===== config.mk =====
export PLATFORM = sky130hd
export DESIGN_NAME = fwd_hazard_unit
export DESIGN_NICKNAME = d
export VERILOG_FILES = /design/src/rtl/fwd_pkg.sv /design/src/rtl/fwd_id_bypass.sv /design/src/rtl/fwd_ex_mux.sv /design/src/rtl/fwd_hazard_detect.sv /design/src/rtl/fwd_hazard_unit.sv
export SDC_FILE = /design/constraint.sdc
export NUM_CORES = 1
export LEC_CHECK = 0
export BUFFER_PORTS_ARGS = -buffer_cell sky130_fd_sc_hd__clkbuf_2
export CAP_MARGIN = 20
export CORE_AREA = 2 2 195 197
export DETAILED_ROUTE_END_ITERATION = 8
export DIE_AREA = 0 0 197 199
export PLACE_DENSITY_LB_ADDON = 0.05
export SETUP_SLACK_MARGIN = 0.3
export SKIP_LAST_GASP = 1
export SLEW_MARGIN = 20
export SYNTH_ARGS = -nofsm -noshare
export SYNTH_HDL_FRONTEND = slang
export SYNTH_HIERARCHICAL = 1
export SYNTH_SLANG_ARGS = --single-unit

===== constraint.sdc =====
create_clock -name vclk -period 2.4
set_clock_uncertainty 0.15 [all_clocks]
set_input_delay 0.48 -clock vclk [all_inputs]
set_output_delay 0.48 -clock vclk [all_outputs]
set_load 0.01 [all_outputs]

===== src/rtl/fwd_pkg.sv =====
package fwd_pkg;
   typedef enum logic [1:0] {
      SRC_LATCH = 2'd0,
      SRC_WB    = 2'd1,
      SRC_MEM   = 2'd2,
      SRC_ZERO  = 2'd3
   } fwd_src_e;
endpackage


===== src/rtl/fwd_id_bypass.sv =====
module fwd_id_bypass #(
   parameter int DATA_W      = 32,
   parameter int REG_AW      = 5,
   parameter bit ZERO_REG_EN = 1'b1
) (
   input  logic [REG_AW-1:0] src_idx,
   input  logic [DATA_W-1:0] rf_val,
   input  logic [REG_AW-1:0] wb_idx,
   input  logic              wb_we,
   input  logic [DATA_W-1:0] wb_data,
   output logic [DATA_W-1:0] opnd
);
   logic is_zero_reg;
   logic wb_hit;

   generate
      if (ZERO_REG_EN) begin : g_zero
         assign is_zero_reg = (src_idx == '0);
      end else begin : g_nozero
         assign is_zero_reg = 1'b0;
      end
   endgenerate

   assign wb_hit = wb_we && (wb_idx == src_idx);

   always_comb begin
      if (is_zero_reg)  opnd = '0;
      else if (wb_hit)  opnd = wb_data;
      else              opnd = rf_val;
   end
endmodule


===== src/rtl/fwd_ex_mux.sv =====
module fwd_ex_mux
   import fwd_pkg::*;
#(
   parameter int DATA_W      = 32,
   parameter int REG_AW      = 5,
   parameter bit ZERO_REG_EN = 1'b1
) (
   input  logic [REG_AW-1:0] src_idx,
   input  logic [DATA_W-1:0] src_val,
   input  logic [REG_AW-1:0] mem_idx,
   input  logic              mem_we,
   input  logic [DATA_W-1:0] mem_data,
   input  logic [REG_AW-1:0] wb_idx,
   input  logic              wb_we,
   input  logic [DATA_W-1:0] wb_data,
   output logic [DATA_W-1:0] opnd
);
   fwd_src_e sel;
   logic     is_zero_reg;

   generate
      if (ZERO_REG_EN) begin : g_zero
         assign is_zero_reg = (src_idx == '0);
      end else begin : g_nozero
         assign is_zero_reg = 1'b0;
      end
   endgenerate

   // youngest producer first
   always_comb begin
      if (is_zero_reg)                              sel = SRC_ZERO;
      else if (mem_we && (mem_idx == src_idx))      sel = SRC_MEM;
      else if (wb_we && (wb_idx == src_idx))        sel = SRC_WB;
      else                                          sel = SRC_LATCH;
   end

   always_comb begin
      unique case (sel)
         SRC_ZERO: opnd = '0;
         SRC_MEM:  opnd = mem_data;
         SRC_WB:   opnd = wb_data;
         default:  opnd = src_val;
      endcase
   end
endmodule


===== src/rtl/fwd_hazard_detect.sv =====
module fwd_hazard_detect #(
   parameter int REG_AW      = 5,
   parameter int NSRC        = 3,
   parameter bit ZERO_REG_EN = 1'b1
) (
   input  logic [NSRC*REG_AW-1:0] id_src_idx,
   input  logic [NSRC-1:0]        id_src_use,
   input  logic [REG_AW-1:0]      ex_dst_idx,
   input  logic                   ex_dst_we,
   input  logic                   ex_is_load,
   input  logic                   ex_branch_taken,
   output logic                   stall,
   output logic                   flush,
   output logic                   bubble
);
   logic [NSRC-1:0] hit;
   logic            dst_live;

   generate
      for (genvar i = 0; i < NSRC; i++) begin : g_hit
         assign hit[i] = id_src_use[i] && (id_src_idx[i*REG_AW +: REG_AW] == ex_dst_idx);
      end
      if (ZERO_REG_EN) begin : g_zero
         assign dst_live = ex_dst_we && (ex_dst_idx != '0);
      end else begin : g_nozero
         assign dst_live = ex_dst_we;
      end
   endgenerate

   assign flush  = ex_branch_taken;
   assign stall  = !ex_branch_taken && ex_is_load && dst_live && (|hit);
   assign bubble = stall || flush;
endmodule


===== src/rtl/fwd_hazard_unit.sv =====
module fwd_hazard_unit #(
   parameter int DATA_W      = 32,
   parameter int REG_AW      = 5,
   parameter int NSRC        = 3,
   parameter bit ZERO_REG_EN = 1'b1
) (
   input  logic                   clk,
   input  logic                   rst_n,
   input  logic [NSRC*REG_AW-1:0] id_src_idx,
   input  logic [NSRC*DATA_W-1:0] id_rf_val,
   input  logic [NSRC-1:0]        id_src_use,
   input  logic [NSRC*REG_AW-1:0] ex_src_idx,
   input  logic [NSRC*DATA_W-1:0] ex_src_val,
   input  logic [REG_AW-1:0]      ex_dst_idx,
   input  logic                   ex_dst_we,
   input  logic                   ex_is_load,
   input  logic                   ex_branch_taken,
   input  logic [REG_AW-1:0]      mem_dst_idx,
   input  logic                   mem_dst_we,
   input  logic [DATA_W-1:0]      mem_result,
   input  logic [REG_AW-1:0]      wb_dst_idx,
   input  logic                   wb_dst_we,
   input  logic [DATA_W-1:0]      wb_result,
   output logic [NSRC*DATA_W-1:0] id_opnd,
   output logic [NSRC*DATA_W-1:0] ex_opnd,
   output logic                   stall_o,
   output logic                   flush_o,
   output logic                   ex_bubble_o
);
   localparam int NREG = 1 << REG_AW;

   generate
      if (DATA_W < 1) begin : g_bad_dw
         $error("DATA_W must be positive");
      end
      if (REG_AW < 1 || NREG < 2) begin : g_bad_aw
         $error("REG_AW must be positive");
      end
      if (NSRC < 1) begin : g_bad_ns
         $error("NSRC must be positive");
      end
   endgenerate

   generate
      for (genvar i = 0; i < NSRC; i++) begin : g_opnd
         logic [REG_AW-1:0] ex_idx_i;
         logic [REG_AW-1:0] id_idx_i;
         assign ex_idx_i = ex_src_idx[i*REG_AW +: REG_AW];
         assign id_idx_i = id_src_idx[i*REG_AW +: REG_AW];

         fwd_id_bypass #(.DATA_W(DATA_W), .REG_AW(REG_AW), .ZERO_REG_EN(ZERO_REG_EN)) u_id (
            .src_idx (id_idx_i),
            .rf_val  (id_rf_val[i*DATA_W +: DATA_W]),
            .wb_idx  (wb_dst_idx),
            .wb_we   (wb_dst_we),
            .wb_data (wb_result),
            .opnd    (id_opnd[i*DATA_W +: DATA_W])
         );

         fwd_ex_mux #(.DATA_W(DATA_W), .REG_AW(REG_AW), .ZERO_REG_EN(ZERO_REG_EN)) u_ex (
            .src_idx  (ex_idx_i),
            .src_val  (ex_src_val[i*DATA_W +: DATA_W]),
            .mem_idx  (mem_dst_idx),
            .mem_we   (mem_dst_we),
            .mem_data (mem_result),
            .wb_idx   (wb_dst_idx),
            .wb_we    (wb_dst_we),
            .wb_data  (wb_result),
            .opnd     (ex_opnd[i*DATA_W +: DATA_W])
         );


         mem_fwd_chk: assert property (@(posedge clk) disable iff (!rst_n)
            (mem_dst_we && ex_idx_i == mem_dst_idx && ex_idx_i != '0)
            |-> ex_opnd[i*DATA_W +: DATA_W] == mem_result);


         id_bypass_chk: assert property (@(posedge clk) disable iff (!rst_n)
            (wb_dst_we && id_idx_i == wb_dst_idx && id_idx_i != '0)
            |-> id_opnd[i*DATA_W +: DATA_W] == wb_result);

         if (ZERO_REG_EN) begin : g_zchk

            zero_reg_chk: assert property (@(posedge clk) disable iff (!rst_n)
               (ex_idx_i == '0) |-> ex_opnd[i*DATA_W +: DATA_W] == '0);
         end
      end
   endgenerate

   fwd_hazard_detect #(.REG_AW(REG_AW), .NSRC(NSRC), .ZERO_REG_EN(ZERO_REG_EN)) u_haz (
      .id_src_idx      (id_src_idx),
      .id_src_use      (id_src_use),
      .ex_dst_idx      (ex_dst_idx),
      .ex_dst_we       (ex_dst_we),
      .ex_is_load      (ex_is_load),
      .ex_branch_taken (ex_branch_taken),
      .stall           (stall_o),
      .flush           (flush_o),
      .bubble          (ex_bubble_o)
   );


   flush_wins_chk: assert property (@(posedge clk) disable iff (!rst_n)
      flush_o |-> !stall_o);


   stall_cause_chk: assert property (@(posedge clk) disable iff (!rst_n)
      stall_o |-> (ex_is_load && ex_dst_we && |id_src_use));


   bubble_chk: assert property (@(posedge clk) disable iff (!rst_n)
      (stall_o || flush_o) |-> ex_bubble_o);
endmodule


Yosys cells after proc, flatten, opt, wreduce, memory -nomap -nowiden
Index checks and enable logic that the tools add are counted.

word-level totals
  flip-flop bits (word level) = 0
  input port bits = 311
  output and inout bits = 195
  logic and storage cells = 65

cells by class
  equal/unequal tests = 21
  multiplexer cells = 18
  reductions and logical operators = 26

operator list
  kind                  count
  $pmux W32 S3          3
  $mux W32              6
  $eq A5 B5 Y1          12
  $logic_not A5 Y1      6
  $logic_and A1 B1 Y1   16
  $eq A2 B2 Y1 const B  6
  $mux W2               6
  $eq A2 B1 Y1 const B  3
  $reduce_bool A5 Y1    1
  $mux W1               3
  $reduce_or A3 Y1      1
  $logic_not A1 Y1      1
  $logic_or A1 B1 Y1    1

Logic depth before layout (Yosys ltp)
  depth after elaboration = 7
  gate-level depth with buffers = 6
  mapped depth without buffers = 5

By module
The synthesis kept the hierarchy.

by module, submodules not included
  module             times used  cells each  area each (um^2)  seq. area each (um^2)
  fwd_ex_mux         3           126         975.9             0.0
  fwd_id_bypass      3           123         645.6             0.0
  fwd_hazard_detect  1           29          219.0             0.0

Worst setup path before layout
No wires, ideal clock.

  path type = input to output
  from = input port ex_src_idx[1]
  to = output port ex_opnd[0]
  arrival time = 1.716 ns
  required time = 1.770 ns
  setup slack = 0.054 ns
  cell stages on the path = 6
  path buffers = 1
  path through = or4_1 > nor2_1 > o21ba_2 > nand2_4 > buf_6 > a2bb2oi_2

between the ends
  word-level cells in the longest chain between the ends = 7
  elaborated cells between the ends (all ways) = 12
  those cells by class = eq/ne: 5; mux: 4; reduce/logical: 3

ends and longest elaborated chain
  element                                              line                   text
  from (decl)                                          fwd_hazard_unit.sv:12  input logic [NSRC*REG_AW-1:0] ex_src_idx,
  $eq A5 B5 Y1                                         fwd_ex_mux.sv:33       else if (wb_we && (wb_idx == src_idx)) sel = SRC_WB;
  $logic_and A1 B1 Y1                                  fwd_ex_mux.sv:33
  $mux W1                                              fwd_ex_mux.sv:33
  $mux W2                                              fwd_ex_mux.sv:32       else if (mem_we && (mem_idx == src_idx)) sel = SRC_MEM;
  $mux W2 *                                            fwd_ex_mux.sv:31       if (is_zero_reg) sel = SRC_ZERO;
  $eq A2 B1 Y1 / $eq A2 B2 Y1 (equally long branches)  fwd_ex_mux.sv:38       unique case (sel)
  $pmux W32 S3 *                                       fwd_ex_mux.sv:38
  to (decl)                                            fwd_hazard_unit.sv:25  output logic [NSRC*DATA_W-1:0] ex_opnd,

Mark *: on every way between the ends. The rest lies on a longest branch, timed or not.

Final worst setup path
  from = input port ex_src_idx[2]
  to = output port ex_opnd[23]

Same word-level chain as after synthesis.

==> implementation parameters <==
Parameter                              Value

Routing
  Vias after detailed routing ... roughly 8700
  Number of antenna-violating nets in the routed design ... 0
  Wire length per cell after detailed routing ... approximately 26 um
  Via density per instance ... approximately 4.7
  Number of DRC violations after detailed routing ... 0
  Sum of routed wire length over all layers ... approximately 48000 um
  1st-iter DRT viols ... between 200 and 300
  Length of the first detailed-routing pass in iterations ... 4

Finish
  Syn-to-layout area delta ... 146%
  Area of all placed cells without fillers ... 12500 sq um
  Ratio of cells with drive above 1 in the final layout ... 70.5%
  Area occupied by registers ... 0 sq um
  Post-layout nets ... 1716
  Final instance count without filler cells ... about 1900
  FFs & Latches ... 0
  Multi-input gate area in the final layout ... between 5000 and 6000 sq um
  Fill cell total of the finished layout ... between 4000 and 5000
  Clock Buffer Count ... 0
  Utilization after layout ... between 30% and 40%

Die
  Placeable core area ... between 30000 and 40000 sq um
  Width of the chip ... roughly 200 um
  Number of core rows ... just over 70
  Die outline height ... between 150 and 200 um
  Initial Utilization ... 13.7%
  Die area ... 39200 sq um
  Total I/O pin count ... between 500 and 600

Status
  Outcome ... finished with violations
  Failing checks ... negative setup slack

Synth
  Most instantiated library cell after synthesis ... nand2_1
  Register area share after synthesis ... 0%
  Leading cell types by total area after synthesis ... a2bb2oi_2 27%, o21ai_0 16%, nand2_1 14%, nand4_1 12%, xor2_1 6.2%
  Syn Std Cell Area ... roughly 5100 sq um
  Post-synthesis cell type count ... 33
  Proportion of netlist area held by the largest area contributor ... between 20% and 30%
  Ys Warns ... 6
  Synth area leader ... a2bb2oi_2
  Number of nets in the synthesized netlist ... 1087
  Synth Area per Inst ... ~6.6 sq um
  Cells after Synth ... 776
  Ranking of synthesized cells by instance count ... 196 x nand2_1, 159 x o21ai_0, 99 x nand4_1

Placed design
  Placed insts ... 1785
  Area after detailed placement ... roughly 9400 sq um
  Port Buffers ... around 500
  RD Place Congestion ... 0.776
  Half-perimeter wire length after detailed placement ... 34800 um
  Post-placement setup slack ... -0.531 ns

Worst setup path
  Setup crit end kind ... primary output
  Critical-path cell list ... buf_8 -> or4_4 -> nor2_4 -> o21ba_4 -> nand2_8 -> buf_12 -> buf_12 -> a2bb2oi_2 -> buf_2
  Sort of element at the start of the critical path ... input port
  Highest net fanout along the worst path ... 6
  Critical path class ... in -> out
  Maximum single-stage delay on the critical path ... between 0.5 and 0.6 ns
  Most used cell, CP ... buf_12
  Worst setup path start ... ex_src_idx[2]
  Arr. time, crit path ... approximately 2.2 ns
  Critical path endpoint ... ex_opnd[23]
  Standard cell with the maximum stage delay on the critical path ... or4_4
  Required arrival time at the worst endpoint ... 1.77 ns

Timing
  Tightest Pin Transition ... slightly above 0.3 ns
  Slew margin rel. ... about 80%
  Final worst-path cycle share ... 116%
  Number of endpoints failing setup at the final stage ... 192
  Highest Clock Rate ... roughly 360 MHz
  Max-slew violations ... 0
  Hold slack final ... between 1 and 1.5 ns
  Unrepaired setup endpoints after global routing ... true
  Post-layout min period ... approximately 2.8 ns
  Final hold violation count ... 0
  Worst Setup Slack, final ... -0.384 ns

GRT
  Wire length of the first global-routing pass ... 63300 um
  Remaining global-route overflow ... 0
  Initial antenna violation count ... 2
  Via count of the first global-routing pass ... a little under 9000
  Maximum number of pins on one net before global-route repair ... between 40 and 50
  Total global-route track usage ... between 20% and 30%

Power
  Worst ir drop on vdd ... just under 0.07 mV
  Power per cell area ... around 180 nW/um^2
  Leakage power of the design ... just under 6 nW

Flow run
  Number of maximum-capacitance violations ... 0

Worst hold path
  Worst hold path type ... in -> out

CTS
  Post-CTS Hold Buffers ... 0
-- logic make-up after synthesis --
family | Yosys count | synth area share (%)
buffers and inverters | 86 | 8.64
muxes | 3 | 0.664
and+or+nand+nor | 335 | 33.0
xor gates and xnor gates | 60 | 10.3
AOI/OAI and AO/OA | 292 | 47.4
-- worst max-delay path, delay by kind of cell --
kind	cells	cell delay, ns
AO/OA/AOI/OAI	2	0.34
buffers and inverters	4	0.51
AND/OR/NAND/NOR	3	0.81
-- worst min-delay path by stage --
stage / slack (ns) / depth (start not counted) / from / end
floorplan: 0.90 / 1 / ex_branch_taken / flush_o
global placement: 1.04 / 2 / ex_branch_taken / flush_o
detailed placement: 1.04 / 2 / ex_branch_taken / flush_o
CTS: 1.04 / 2 / ex_branch_taken / flush_o
global route: 1.05 / 2 / ex_branch_taken / flush_o
finish: 1.04 / 2 / ex_branch_taken / flush_o
-- placed cells by master (no fill, tap or decap), types with 4 or more instances in the layout --
cell type / Yosys / routed
nor4_4: 3 / 4
a2bb2oi_2: 90 / 77
o21ai_0: 159 / 47
nand4_1: 99 / 99
a2bb2oi_4: 0 / 16
o21ai_2: 0 / 77
o21ai_4: 0 / 8
buf_8: 0 / 10
nor4_2: 3 / 4
buf_12: 0 / 65
nand2_4: 3 / 29
buf_4: 10 / 60
buf_16: 0 / 24
clkbuf_2: 0 / 337
nand2_1: 196 / 153
buf_6: 9 / 75
clkbuf_8: 0 / 8
buf_2: 9 / 120
xnor2_1: 24 / 13
xor2_2: 0 / 9
o21ai_1: 30 / 57
nand2_2: 0 / 14
xnor2_2: 0 / 11
clkbuf_16: 0 / 12
xor2_1: 36 / 26
-- area by class of cell --
cell class	count	area share (%)
multi-input combinational	690	46.4
timing repair buffer	712	48.8
inverter	1	0.0300
antenna	1	0.0200
tap	474	4.74
-- routing by layer --
metal / global-route usage (%) / vias to the layer above / part of all wire [%]
met5: 0 / - / 0
met4: 3.59 / 0 / 1.7
met3: 3.48 / 41 / 5.3
met2: 41.7 / 345 / 51
met1: 26.6 / 4190 / 42
li1: - / 4164 / -
-- where the power goes --
part / leakage (nW) / switching [W] / internal, W
clock: 0.00000634 / 0 / 0.0000000000559
combinational: 5.84 / 0.00114 / 0.00116
sequential: 0 / 0 / 0
total: 5.84 / 0.00114 / 0.00116
-- timing repair --
| item | 4_1_cts | 5_1_grt |
|---|---|---|
| setup endpoints to repair | 194 | 194 |
| gates resized for setup | 172 | 362 |
| buffers inserted | 41 | 14 |
| gates cloned | 26 | 11 |
| pin swaps | 61 | 82 |
-- metrics by stage --
| stage | power, W | TNS, ns |
|---|---|---|
| after floorplan | 0.000850 | 0 |
| after global placement | 0.00187 | -73.65 |
| after detailed placement | 0.00186 | -74.91 |
| after CTS | 0.00213 | -59.98 |
| after global routing | 0.00244 | -67.98 |
| final | 0.00230 | -57.69 |
Note: power is estimated with default switching activity, not from simulation.
